File: src/rtl/dma_regs_pkg.sv
package dma_regs_pkg;

  localparam int CH_NUM = 4;
  localparam int CH_W   = 2;
  localparam int WORD_W = 16;
  localparam int BYTE_W = 8;
  localparam int MODE_W = 6;
  localparam int PORT_W = 4;

  // Port offsets whose values are fixed by the programming model
  localparam logic [PORT_W-1:0] OFS_CMD     = 4'h8;
  localparam logic [PORT_W-1:0] OFS_REQ     = 4'h9;
  localparam logic [PORT_W-1:0] OFS_MASK1   = 4'hA;
  localparam logic [PORT_W-1:0] OFS_MODE    = 4'hB;
  localparam logic [PORT_W-1:0] OFS_CLRPTR  = 4'hC;
  localparam logic [PORT_W-1:0] OFS_MCLR    = 4'hD;
  localparam logic [PORT_W-1:0] OFS_CLRMASK = 4'hE;
  localparam logic [PORT_W-1:0] OFS_LDMASK  = 4'hF;

  typedef enum logic [2:0] {
    RD_NONE,
    RD_ADDR,
    RD_COUNT,
    RD_STATUS,
    RD_TEMP
  } rdSel_e;

  typedef struct packed {
    logic            wrAddr;
    logic            wrCount;
    logic            wrCmd;
    logic            wrReq;
    logic            wrMask1;
    logic            wrMode;
    logic            masterClr;
    logic            clrMasks;
    logic            ldMasks;
    logic            rdStatus;
    logic [CH_W-1:0] portChan;
    logic            hiByte;
    rdSel_e          rdSel;
  } strobe_t;

endpackage

File: src/rtl/dma_regs_ctrl.sv
module dma_regs_ctrl
  import dma_regs_pkg::*;
#(
  parameter int PORT_BITS = PORT_W,
  parameter int CH_BITS   = CH_W
) (
  input  logic                 clk,
  input  logic                 rstN,
  input  logic [PORT_BITS-1:0] busAddr,
  input  logic                 busWrEn,
  input  logic                 busRdEn,
  output strobe_t              stb
);

  logic wrAct;
  logic rdAct;
  logic chanPort;
  logic isCountPort;
  logic ptrHigh;
  logic ptrClear;
  logic ptrStep;

  // A write takes precedence when both strobes are present
  assign wrAct       = busWrEn;
  assign rdAct       = busRdEn && !busWrEn;
  assign chanPort    = !busAddr[PORT_BITS-1];
  assign isCountPort = busAddr[0];

  assign ptrClear = wrAct && (busAddr == OFS_CLRPTR || busAddr == OFS_MCLR);
  assign ptrStep  = (wrAct || rdAct) && chanPort;

  always_ff @(posedge clk or negedge rstN) begin
    if (!rstN) begin
      ptrHigh <= 1'b0;
    end else if (ptrClear) begin
      ptrHigh <= 1'b0;
    end else if (ptrStep) begin
      ptrHigh <= !ptrHigh;
    end
  end

  always_comb begin
    stb           = '0;
    stb.hiByte    = ptrHigh;
    stb.portChan  = busAddr[CH_BITS:1];
    stb.wrAddr    = wrAct && chanPort && !isCountPort;
    stb.wrCount   = wrAct && chanPort && isCountPort;
    stb.wrCmd     = wrAct && (busAddr == OFS_CMD);
    stb.wrReq     = wrAct && (busAddr == OFS_REQ);
    stb.wrMask1   = wrAct && (busAddr == OFS_MASK1);
    stb.wrMode    = wrAct && (busAddr == OFS_MODE);
    stb.masterClr = wrAct && (busAddr == OFS_MCLR);
    stb.clrMasks  = wrAct && (busAddr == OFS_CLRMASK);
    stb.ldMasks   = wrAct && (busAddr == OFS_LDMASK);
    stb.rdStatus  = rdAct && (busAddr == OFS_CMD);
    if (chanPort) begin
      stb.rdSel = isCountPort ? RD_COUNT : RD_ADDR;
    end else if (busAddr == OFS_CMD) begin
      stb.rdSel = RD_STATUS;
    end else if (busAddr == OFS_MCLR) begin
      stb.rdSel = RD_TEMP;
    end else begin
      stb.rdSel = RD_NONE;
    end
  end

endmodule

File: src/rtl/dma_regs_data.sv
module dma_regs_data
  import dma_regs_pkg::*;
#(
  parameter int NCH   = CH_NUM,
  parameter int WW    = WORD_W,
  parameter int BW    = BYTE_W,
  parameter int MW    = MODE_W,
  parameter int CHB   = CH_W
) (
  input  logic              clk,
  input  logic              rstN,
  input  strobe_t           stb,
  input  logic [BW-1:0]     wrData,
  output logic [BW-1:0]     rdData,
  input  logic [NCH-1:0]    engUpd,
  input  logic [WW-1:0]     engAddr,
  input  logic [WW-1:0]     engCount,
  input  logic [NCH-1:0]    engTc,
  input  logic              engTempLd,
  input  logic [BW-1:0]     engTempData,
  output logic [NCH-1:0]    chanMask,
  output logic [NCH*MW-1:0] chanMode,
  output logic [BW-1:0]     cmdReg,
  output logic [NCH-1:0]    reqPend,
  output logic [NCH*WW-1:0] baseAddr,
  output logic [NCH*WW-1:0] baseCount,
  output logic [NCH*WW-1:0] curAddr,
  output logic [NCH*WW-1:0] curCount
);

  localparam int HI_LSB = WW - BW;

  logic [CHB-1:0]         cmdChan;
  logic [NCH-1:0]         tcLatch;
  logic [BW-1:0]          tempReg;
  logic [NCH-1:0][WW-1:0] curAddrArr;
  logic [NCH-1:0][WW-1:0] curCountArr;
  logic [WW-1:0]          rdWord;

  assign cmdChan = wrData[CHB-1:0];

  for (genvar i = 0; i < NCH; i++) begin : g_ch
    logic          hitAddr;
    logic          hitCount;
    logic          hitCmd;
    logic [WW-1:0] bAddr;
    logic [WW-1:0] cAddr;
    logic [WW-1:0] bCount;
    logic [WW-1:0] cCount;
    logic [MW-1:0] mode;
    logic          mask;
    logic          req;
    logic          tc;

    assign hitAddr  = stb.wrAddr && (stb.portChan == CHB'(i));
    assign hitCount = stb.wrCount && (stb.portChan == CHB'(i));
    assign hitCmd   = (cmdChan == CHB'(i));

    always_ff @(posedge clk or negedge rstN) begin
      if (!rstN) begin
        bAddr <= '0;
        cAddr <= '0;
      end else if (hitAddr) begin
        if (stb.hiByte) begin
          bAddr[WW-1:HI_LSB] <= wrData;
          cAddr[WW-1:HI_LSB] <= wrData;
        end else begin
          bAddr[BW-1:0] <= wrData;
          cAddr[BW-1:0] <= wrData;
        end
      end else if (engUpd[i]) begin
        cAddr <= engAddr;
      end
    end

    always_ff @(posedge clk or negedge rstN) begin
      if (!rstN) begin
        bCount <= '0;
        cCount <= '0;
      end else if (hitCount) begin
        if (stb.hiByte) begin
          bCount[WW-1:HI_LSB] <= wrData;
          cCount[WW-1:HI_LSB] <= wrData;
        end else begin
          bCount[BW-1:0] <= wrData;
          cCount[BW-1:0] <= wrData;
        end
      end else if (engUpd[i]) begin
        cCount <= engCount;
      end
    end

    always_ff @(posedge clk or negedge rstN) begin
      if (!rstN) begin
        mode <= '0;
      end else if (stb.wrMode && hitCmd) begin
        mode <= wrData[BW-1:BW-MW];
      end
    end

    always_ff @(posedge clk or negedge rstN) begin
      if (!rstN) begin
        mask <= 1'b1;
      end else if (stb.masterClr) begin
        mask <= 1'b1;
      end else if (stb.clrMasks) begin
        mask <= 1'b0;
      end else if (stb.ldMasks) begin
        mask <= wrData[i];
      end else if (stb.wrMask1 && hitCmd) begin
        mask <= wrData[CHB];
      end
    end

    always_ff @(posedge clk or negedge rstN) begin
      if (!rstN) begin
        req <= 1'b0;
      end else if (stb.masterClr) begin
        req <= 1'b0;
      end else if (stb.wrReq && hitCmd) begin
        req <= wrData[CHB];
      end
    end

    // A new terminal count outranks the clear caused by a status read
    always_ff @(posedge clk or negedge rstN) begin
      if (!rstN) begin
        tc <= 1'b0;
      end else if (stb.masterClr) begin
        tc <= 1'b0;
      end else if (engTc[i]) begin
        tc <= 1'b1;
      end else if (stb.rdStatus) begin
        tc <= 1'b0;
      end
    end

    assign curAddrArr[i]           = cAddr;
    assign curCountArr[i]          = cCount;
    assign baseAddr[i*WW +: WW]    = bAddr;
    assign baseCount[i*WW +: WW]   = bCount;
    assign curAddr[i*WW +: WW]     = cAddr;
    assign curCount[i*WW +: WW]    = cCount;
    assign chanMode[i*MW +: MW]    = mode;
    assign chanMask[i]             = mask;
    assign reqPend[i]              = req;
    assign tcLatch[i]              = tc;
  end

  always_ff @(posedge clk or negedge rstN) begin
    if (!rstN) begin
      cmdReg <= '0;
    end else if (stb.masterClr) begin
      cmdReg <= '0;
    end else if (stb.wrCmd) begin
      cmdReg <= wrData;
    end
  end

  always_ff @(posedge clk or negedge rstN) begin
    if (!rstN) begin
      tempReg <= '0;
    end else if (stb.masterClr) begin
      tempReg <= '0;
    end else if (engTempLd) begin
      tempReg <= engTempData;
    end
  end

  always_comb begin
    rdWord = '0;
    rdData = '0;
    case (stb.rdSel)
      RD_ADDR:   rdWord = curAddrArr[stb.portChan];
      RD_COUNT:  rdWord = curCountArr[stb.portChan];
      default:   rdWord = '0;
    endcase
    case (stb.rdSel)
      RD_ADDR, RD_COUNT: rdData = stb.hiByte ? rdWord[WW-1:HI_LSB] : rdWord[BW-1:0];
      RD_STATUS:         rdData = BW'({reqPend, tcLatch});
      RD_TEMP:           rdData = tempReg;
      default:           rdData = '0;
    endcase
  end

endmodule

File: src/rtl/dma_chan_regs.sv
module dma_chan_regs
  import dma_regs_pkg::*;
#(
  parameter int NCH = CH_NUM,
  parameter int WW  = WORD_W,
  parameter int BW  = BYTE_W,
  parameter int MW  = MODE_W,
  parameter int PW  = PORT_W
) (
  input  logic              clk,
  input  logic              rstN,
  input  logic [PW-1:0]     busAddr,
  input  logic [BW-1:0]     busWrData,
  input  logic              busWrEn,
  input  logic              busRdEn,
  output logic [BW-1:0]     busRdData,
  input  logic [NCH-1:0]    engUpd,
  input  logic [WW-1:0]     engAddr,
  input  logic [WW-1:0]     engCount,
  input  logic [NCH-1:0]    engTc,
  input  logic              engTempLd,
  input  logic [BW-1:0]     engTempData,
  output logic [NCH-1:0]    chanMask,
  output logic [NCH*MW-1:0] chanMode,
  output logic [BW-1:0]     cmdReg,
  output logic [NCH-1:0]    reqPend,
  output logic [NCH*WW-1:0] baseAddr,
  output logic [NCH*WW-1:0] baseCount,
  output logic [NCH*WW-1:0] curAddr,
  output logic [NCH*WW-1:0] curCount
);

  strobe_t stb;

  dma_regs_ctrl #(
    .PORT_BITS (PW),
    .CH_BITS   ($clog2(NCH))
  ) u_ctrl (
    .clk     (clk),
    .rstN    (rstN),
    .busAddr (busAddr),
    .busWrEn (busWrEn),
    .busRdEn (busRdEn),
    .stb     (stb)
  );

  dma_regs_data #(
    .NCH (NCH),
    .WW  (WW),
    .BW  (BW),
    .MW  (MW),
    .CHB ($clog2(NCH))
  ) u_data (
    .clk         (clk),
    .rstN        (rstN),
    .stb         (stb),
    .wrData      (busWrData),
    .rdData      (busRdData),
    .engUpd      (engUpd),
    .engAddr     (engAddr),
    .engCount    (engCount),
    .engTc       (engTc),
    .engTempLd   (engTempLd),
    .engTempData (engTempData),
    .chanMask    (chanMask),
    .chanMode    (chanMode),
    .cmdReg      (cmdReg),
    .reqPend     (reqPend),
    .baseAddr    (baseAddr),
    .baseCount   (baseCount),
    .curAddr     (curAddr),
    .curCount    (curCount)
  );

endmodule

File: config.mk
export PLATFORM = sky130hd
export DESIGN_NAME = dma_chan_regs
export DESIGN_NICKNAME = d
export VERILOG_FILES = /design/src/rtl/dma_regs_pkg.sv /design/src/rtl/dma_regs_ctrl.sv /design/src/rtl/dma_regs_data.sv /design/src/rtl/dma_chan_regs.sv
export SDC_FILE = /design/constraint.sdc
export NUM_CORES = 1
export LEC_CHECK = 0
export ABC_AREA = 1
export BUFFER_PORTS_ARGS = -buffer_cell sky130_fd_sc_hd__buf_2
export CORE_MARGIN = 3
export CORE_UTILIZATION = 60
export CTS_BUF_LIST = sky130_fd_sc_hd__clkbuf_8
export DETAILED_ROUTE_END_ITERATION = 10
export PLACE_DENSITY = 0.88
export REMOVE_ABC_BUFFERS = 1
export SYNTH_ARGS = -nofsm -noshare
export SYNTH_HDL_FRONTEND = slang
export SYNTH_SLANG_ARGS = --single-unit
File: constraint.sdc
create_clock -name clk -period 4.65 [get_ports clk]
set_input_delay 0.93 -clock clk [delete_from_list [all_inputs] [get_ports clk]]
set_output_delay 0.93 -clock clk [all_outputs]
set_load 0.1 [all_outputs]
==> results.cfg <==
[pwr]
power.total_mw = 11.1
power_frac_comb_pct = 47.3
clkPwrFrac_pct = 20.7
powerDensity_nw_per_um2 = 625
p_leak_nw = 9.75
seqPwrFrac_pct = 31.9
vdd_drop_max_uv = 563
power.internal_mw = 5.06
swShare_pct = 54.2
switchingPower_mw = 6.00

[floorplanning]
start_util_pct = 62.2
dieArea_um2 = 26700
row_count = 56
die_w_um = 163
fp.dieH_um = 163
core_um2 = 23900
ios = 369

[grt]
grt_pass1_vias = 14400
grt_remaining_overflow = 0
antenna_found_initial = 3
grt_max_degree = 105
grt_pass1_wl_um = 83000
grt_use_total_pct = 40.9

[timing]
tightest_slew_ns = 1.16
setup_viol = 0
slew_viol_final = 0
fmax_ghz = 0.263
finClkSkew_ns = 0.0121
tns_ns = 0
min_period_ns = 3.80
timing.final.crit_share_pct = 81.8
relSlewSlack_pct = 22.5
finalHoldViolations = 0
grt_setup_unrepaired = false

[finish]
regArea_um2 = 7740
nNetsFinal = 2273
fillCellCount = 1874
stdcell_count = 2566
drive_above_1_share_pct = 23.1
multi_input_area_um2 = 6210
syn_to_final_growth_pct = 19.1

[synthesis]
synth_top_area_share_pct = 51.4
syn_avg_cell_area_um2 = 7.84
ys_seq_area_share_pct = 52.1
yosys-top-cells-area = dfrtp_1, nand2_1, o21ai_0
synth-seq-cells = 309
yosysWarnings = 0
syn_inst = 1896
synthDistinctLibCells = 29
async_flop_share_pct = 100
synthesis.area_um2 = 14900
synth_flop_cell = dfrtp_1
synth_edf_count = 0
synth_top_area_cell = dfrtp_1

[drt]
via_count = 15400
first_iter_violations = 2285
ant_nets = 0
drc_errors = 0
drt-total-wl_um = 55400
viasPerCell = 5.99
firstDrtPassIters = 6
wl_per_cell_um = 21.6

[place]
numPortBuffers = 368
dp_cells = 2475
place.gp.congestion = 1.04
dp_hpwl_um = 38600

[clock_tree]
clkLatencyLatePin_ns = 0.59
hold_buffers = 0
post_cts_resized = 0
cts.sinks = 309
numCtsBuffers = 50
htree_num_levels = 2
clk_pin_slew_ns = 0.06
post_cts_buffers = 0
clock-root-buffer = clkbuf_8
cts_tree = built
cts_buffer_depth = 3

[setup_path]
start_kind = primary input
end_kind = primary output
arrival_ns = 2.87
worstPathMaxFanout = 24
crit_type = primary input to primary output
crit_required_ns = 3.72

[run]
max_cap_violations = 0

[worst_hold_path]
hold_path_class = primary input to asynchronous set/reset pin

[outcome]
status = completed
metal layers:
layer  wire length [um]  vias to the layer above  GRT usage (%)
met5                 15                        -              0
met4               3410                        2           21.9
met3               7560                      246           11.4
met2              24400                     1218           61.9
met1              20000                     7164           54.0
li1                   -                     6747              -
cells in the mapped netlist (13+ instances only):
cell type  count
nand2_1      824
dfrtp_1      305
o21ai_0      295
nand3_1      158
inv_1         69
clkbuf_1      46
buf_2         40
nor2_1        19
buf_4         15
nand2_2       15
o21ai_1       15
a21oi_1       14
buf_1         14
o21ai_2       13
kinds of logic after synthesis:
family	after synthesis	share of synthesized area, %
compound gates	348	12.4
buf+inv	197	6.15
flops	309	52.1
simple gates	1042	29.4
placed cells by master, fill, tap and decap left out, drive strengths merged:
master	count
a21oi	14
buf	384
clkbuf	61
clkinv	7
clkinvlp	1
dfrtp	305
dfstp	4
diode	2
inv	93
nand2	851
nand3	158
nand4	1
nor2	30
nor3	1
o21ai	326
o22ai	1
o31ai	7
or2	1
critical path: stages:
cell and delay [ns]:
buf_2 0.11, inv_2 0.38, buf_4 0.40, nand2_1 0.10, nand2_1 0.13, nand2_1 0.07, nand2_1 0.13, nand2_1 0.09
nand3_1 0.10, nand2_1 0.07, nand2_1 0.13, buf_12 0.19
flip-flops by register name (all words and copies together), names as in the netlist:
register            cells
u_ctrl.ptrHigh          1
u_data.cmdReg           8
u_data.g_ch.bAddr      64
u_data.g_ch.bCount     64
u_data.g_ch.cAddr      64
u_data.g_ch.cCount     64
u_data.g_ch.mask        4
u_data.g_ch.mode       24
u_data.g_ch.req         4
u_data.g_ch.tc          4
u_data.tempReg          8
final cells by class:
| cell class | count | share of cell area (%) |
|---|---|---|
| antenna | 2 | 0.0283 |
| clock buffer | 61 | 4.74 |
| clock inverter | 28 | 0.728 |
| inverter | 73 | 1.56 |
| multi-input combinational | 1390 | 35.1 |
| sequential | 309 | 43.7 |
| tap | 319 | 2.26 |
| timing repair buffer | 384 | 11.9 |
power groups by stage:
stage,Combinational (mW),Clock (mW),Sequential [mW]
CTS,5.23,2.29,3.51
global placement,5.18,0,3.53
floorplan,0.780,0,6.87
detailed placement,5.23,0,3.54
global route,5.41,2.44,3.56
finish,5.24,2.30,3.53
final timing paths:
path,start,cells after the start,end,slack (ns)
max in group asynchronous,rstN,2,u_data.g_ch[1].mask,3.25
worst max-delay path,busAddr[1],12,busRdData[4],0.85
min in group clk,u_data.g_ch[1].bAddr[10],2,u_data.g_ch[1].bAddr[10],0.48
worst min register to register,u_data.g_ch[1].bAddr[10],2,u_data.g_ch[1].bAddr[10],0.48
worst min-delay path,rstN,1,u_data.g_ch[0].cCount[12],0.37
worst max register to register,u_ctrl.ptrHigh,5,u_data.g_ch[0].cCount[2],2.60
stage by stage:
step	hold WS, ns	area (um^2)	setup slack (ns)	util, %
detailed placement	0.468	16700	0.966	70.0
global route	0.442	17700	0.831	74.1
finish	0.373	17700	0.848	74.1
CTS	0.411	17700	0.959	74.1
global placement	0.460	16700	0.978	70.0
floorplan	0.481	14200	0.870	-
Power figures use the tool's default switching activity.
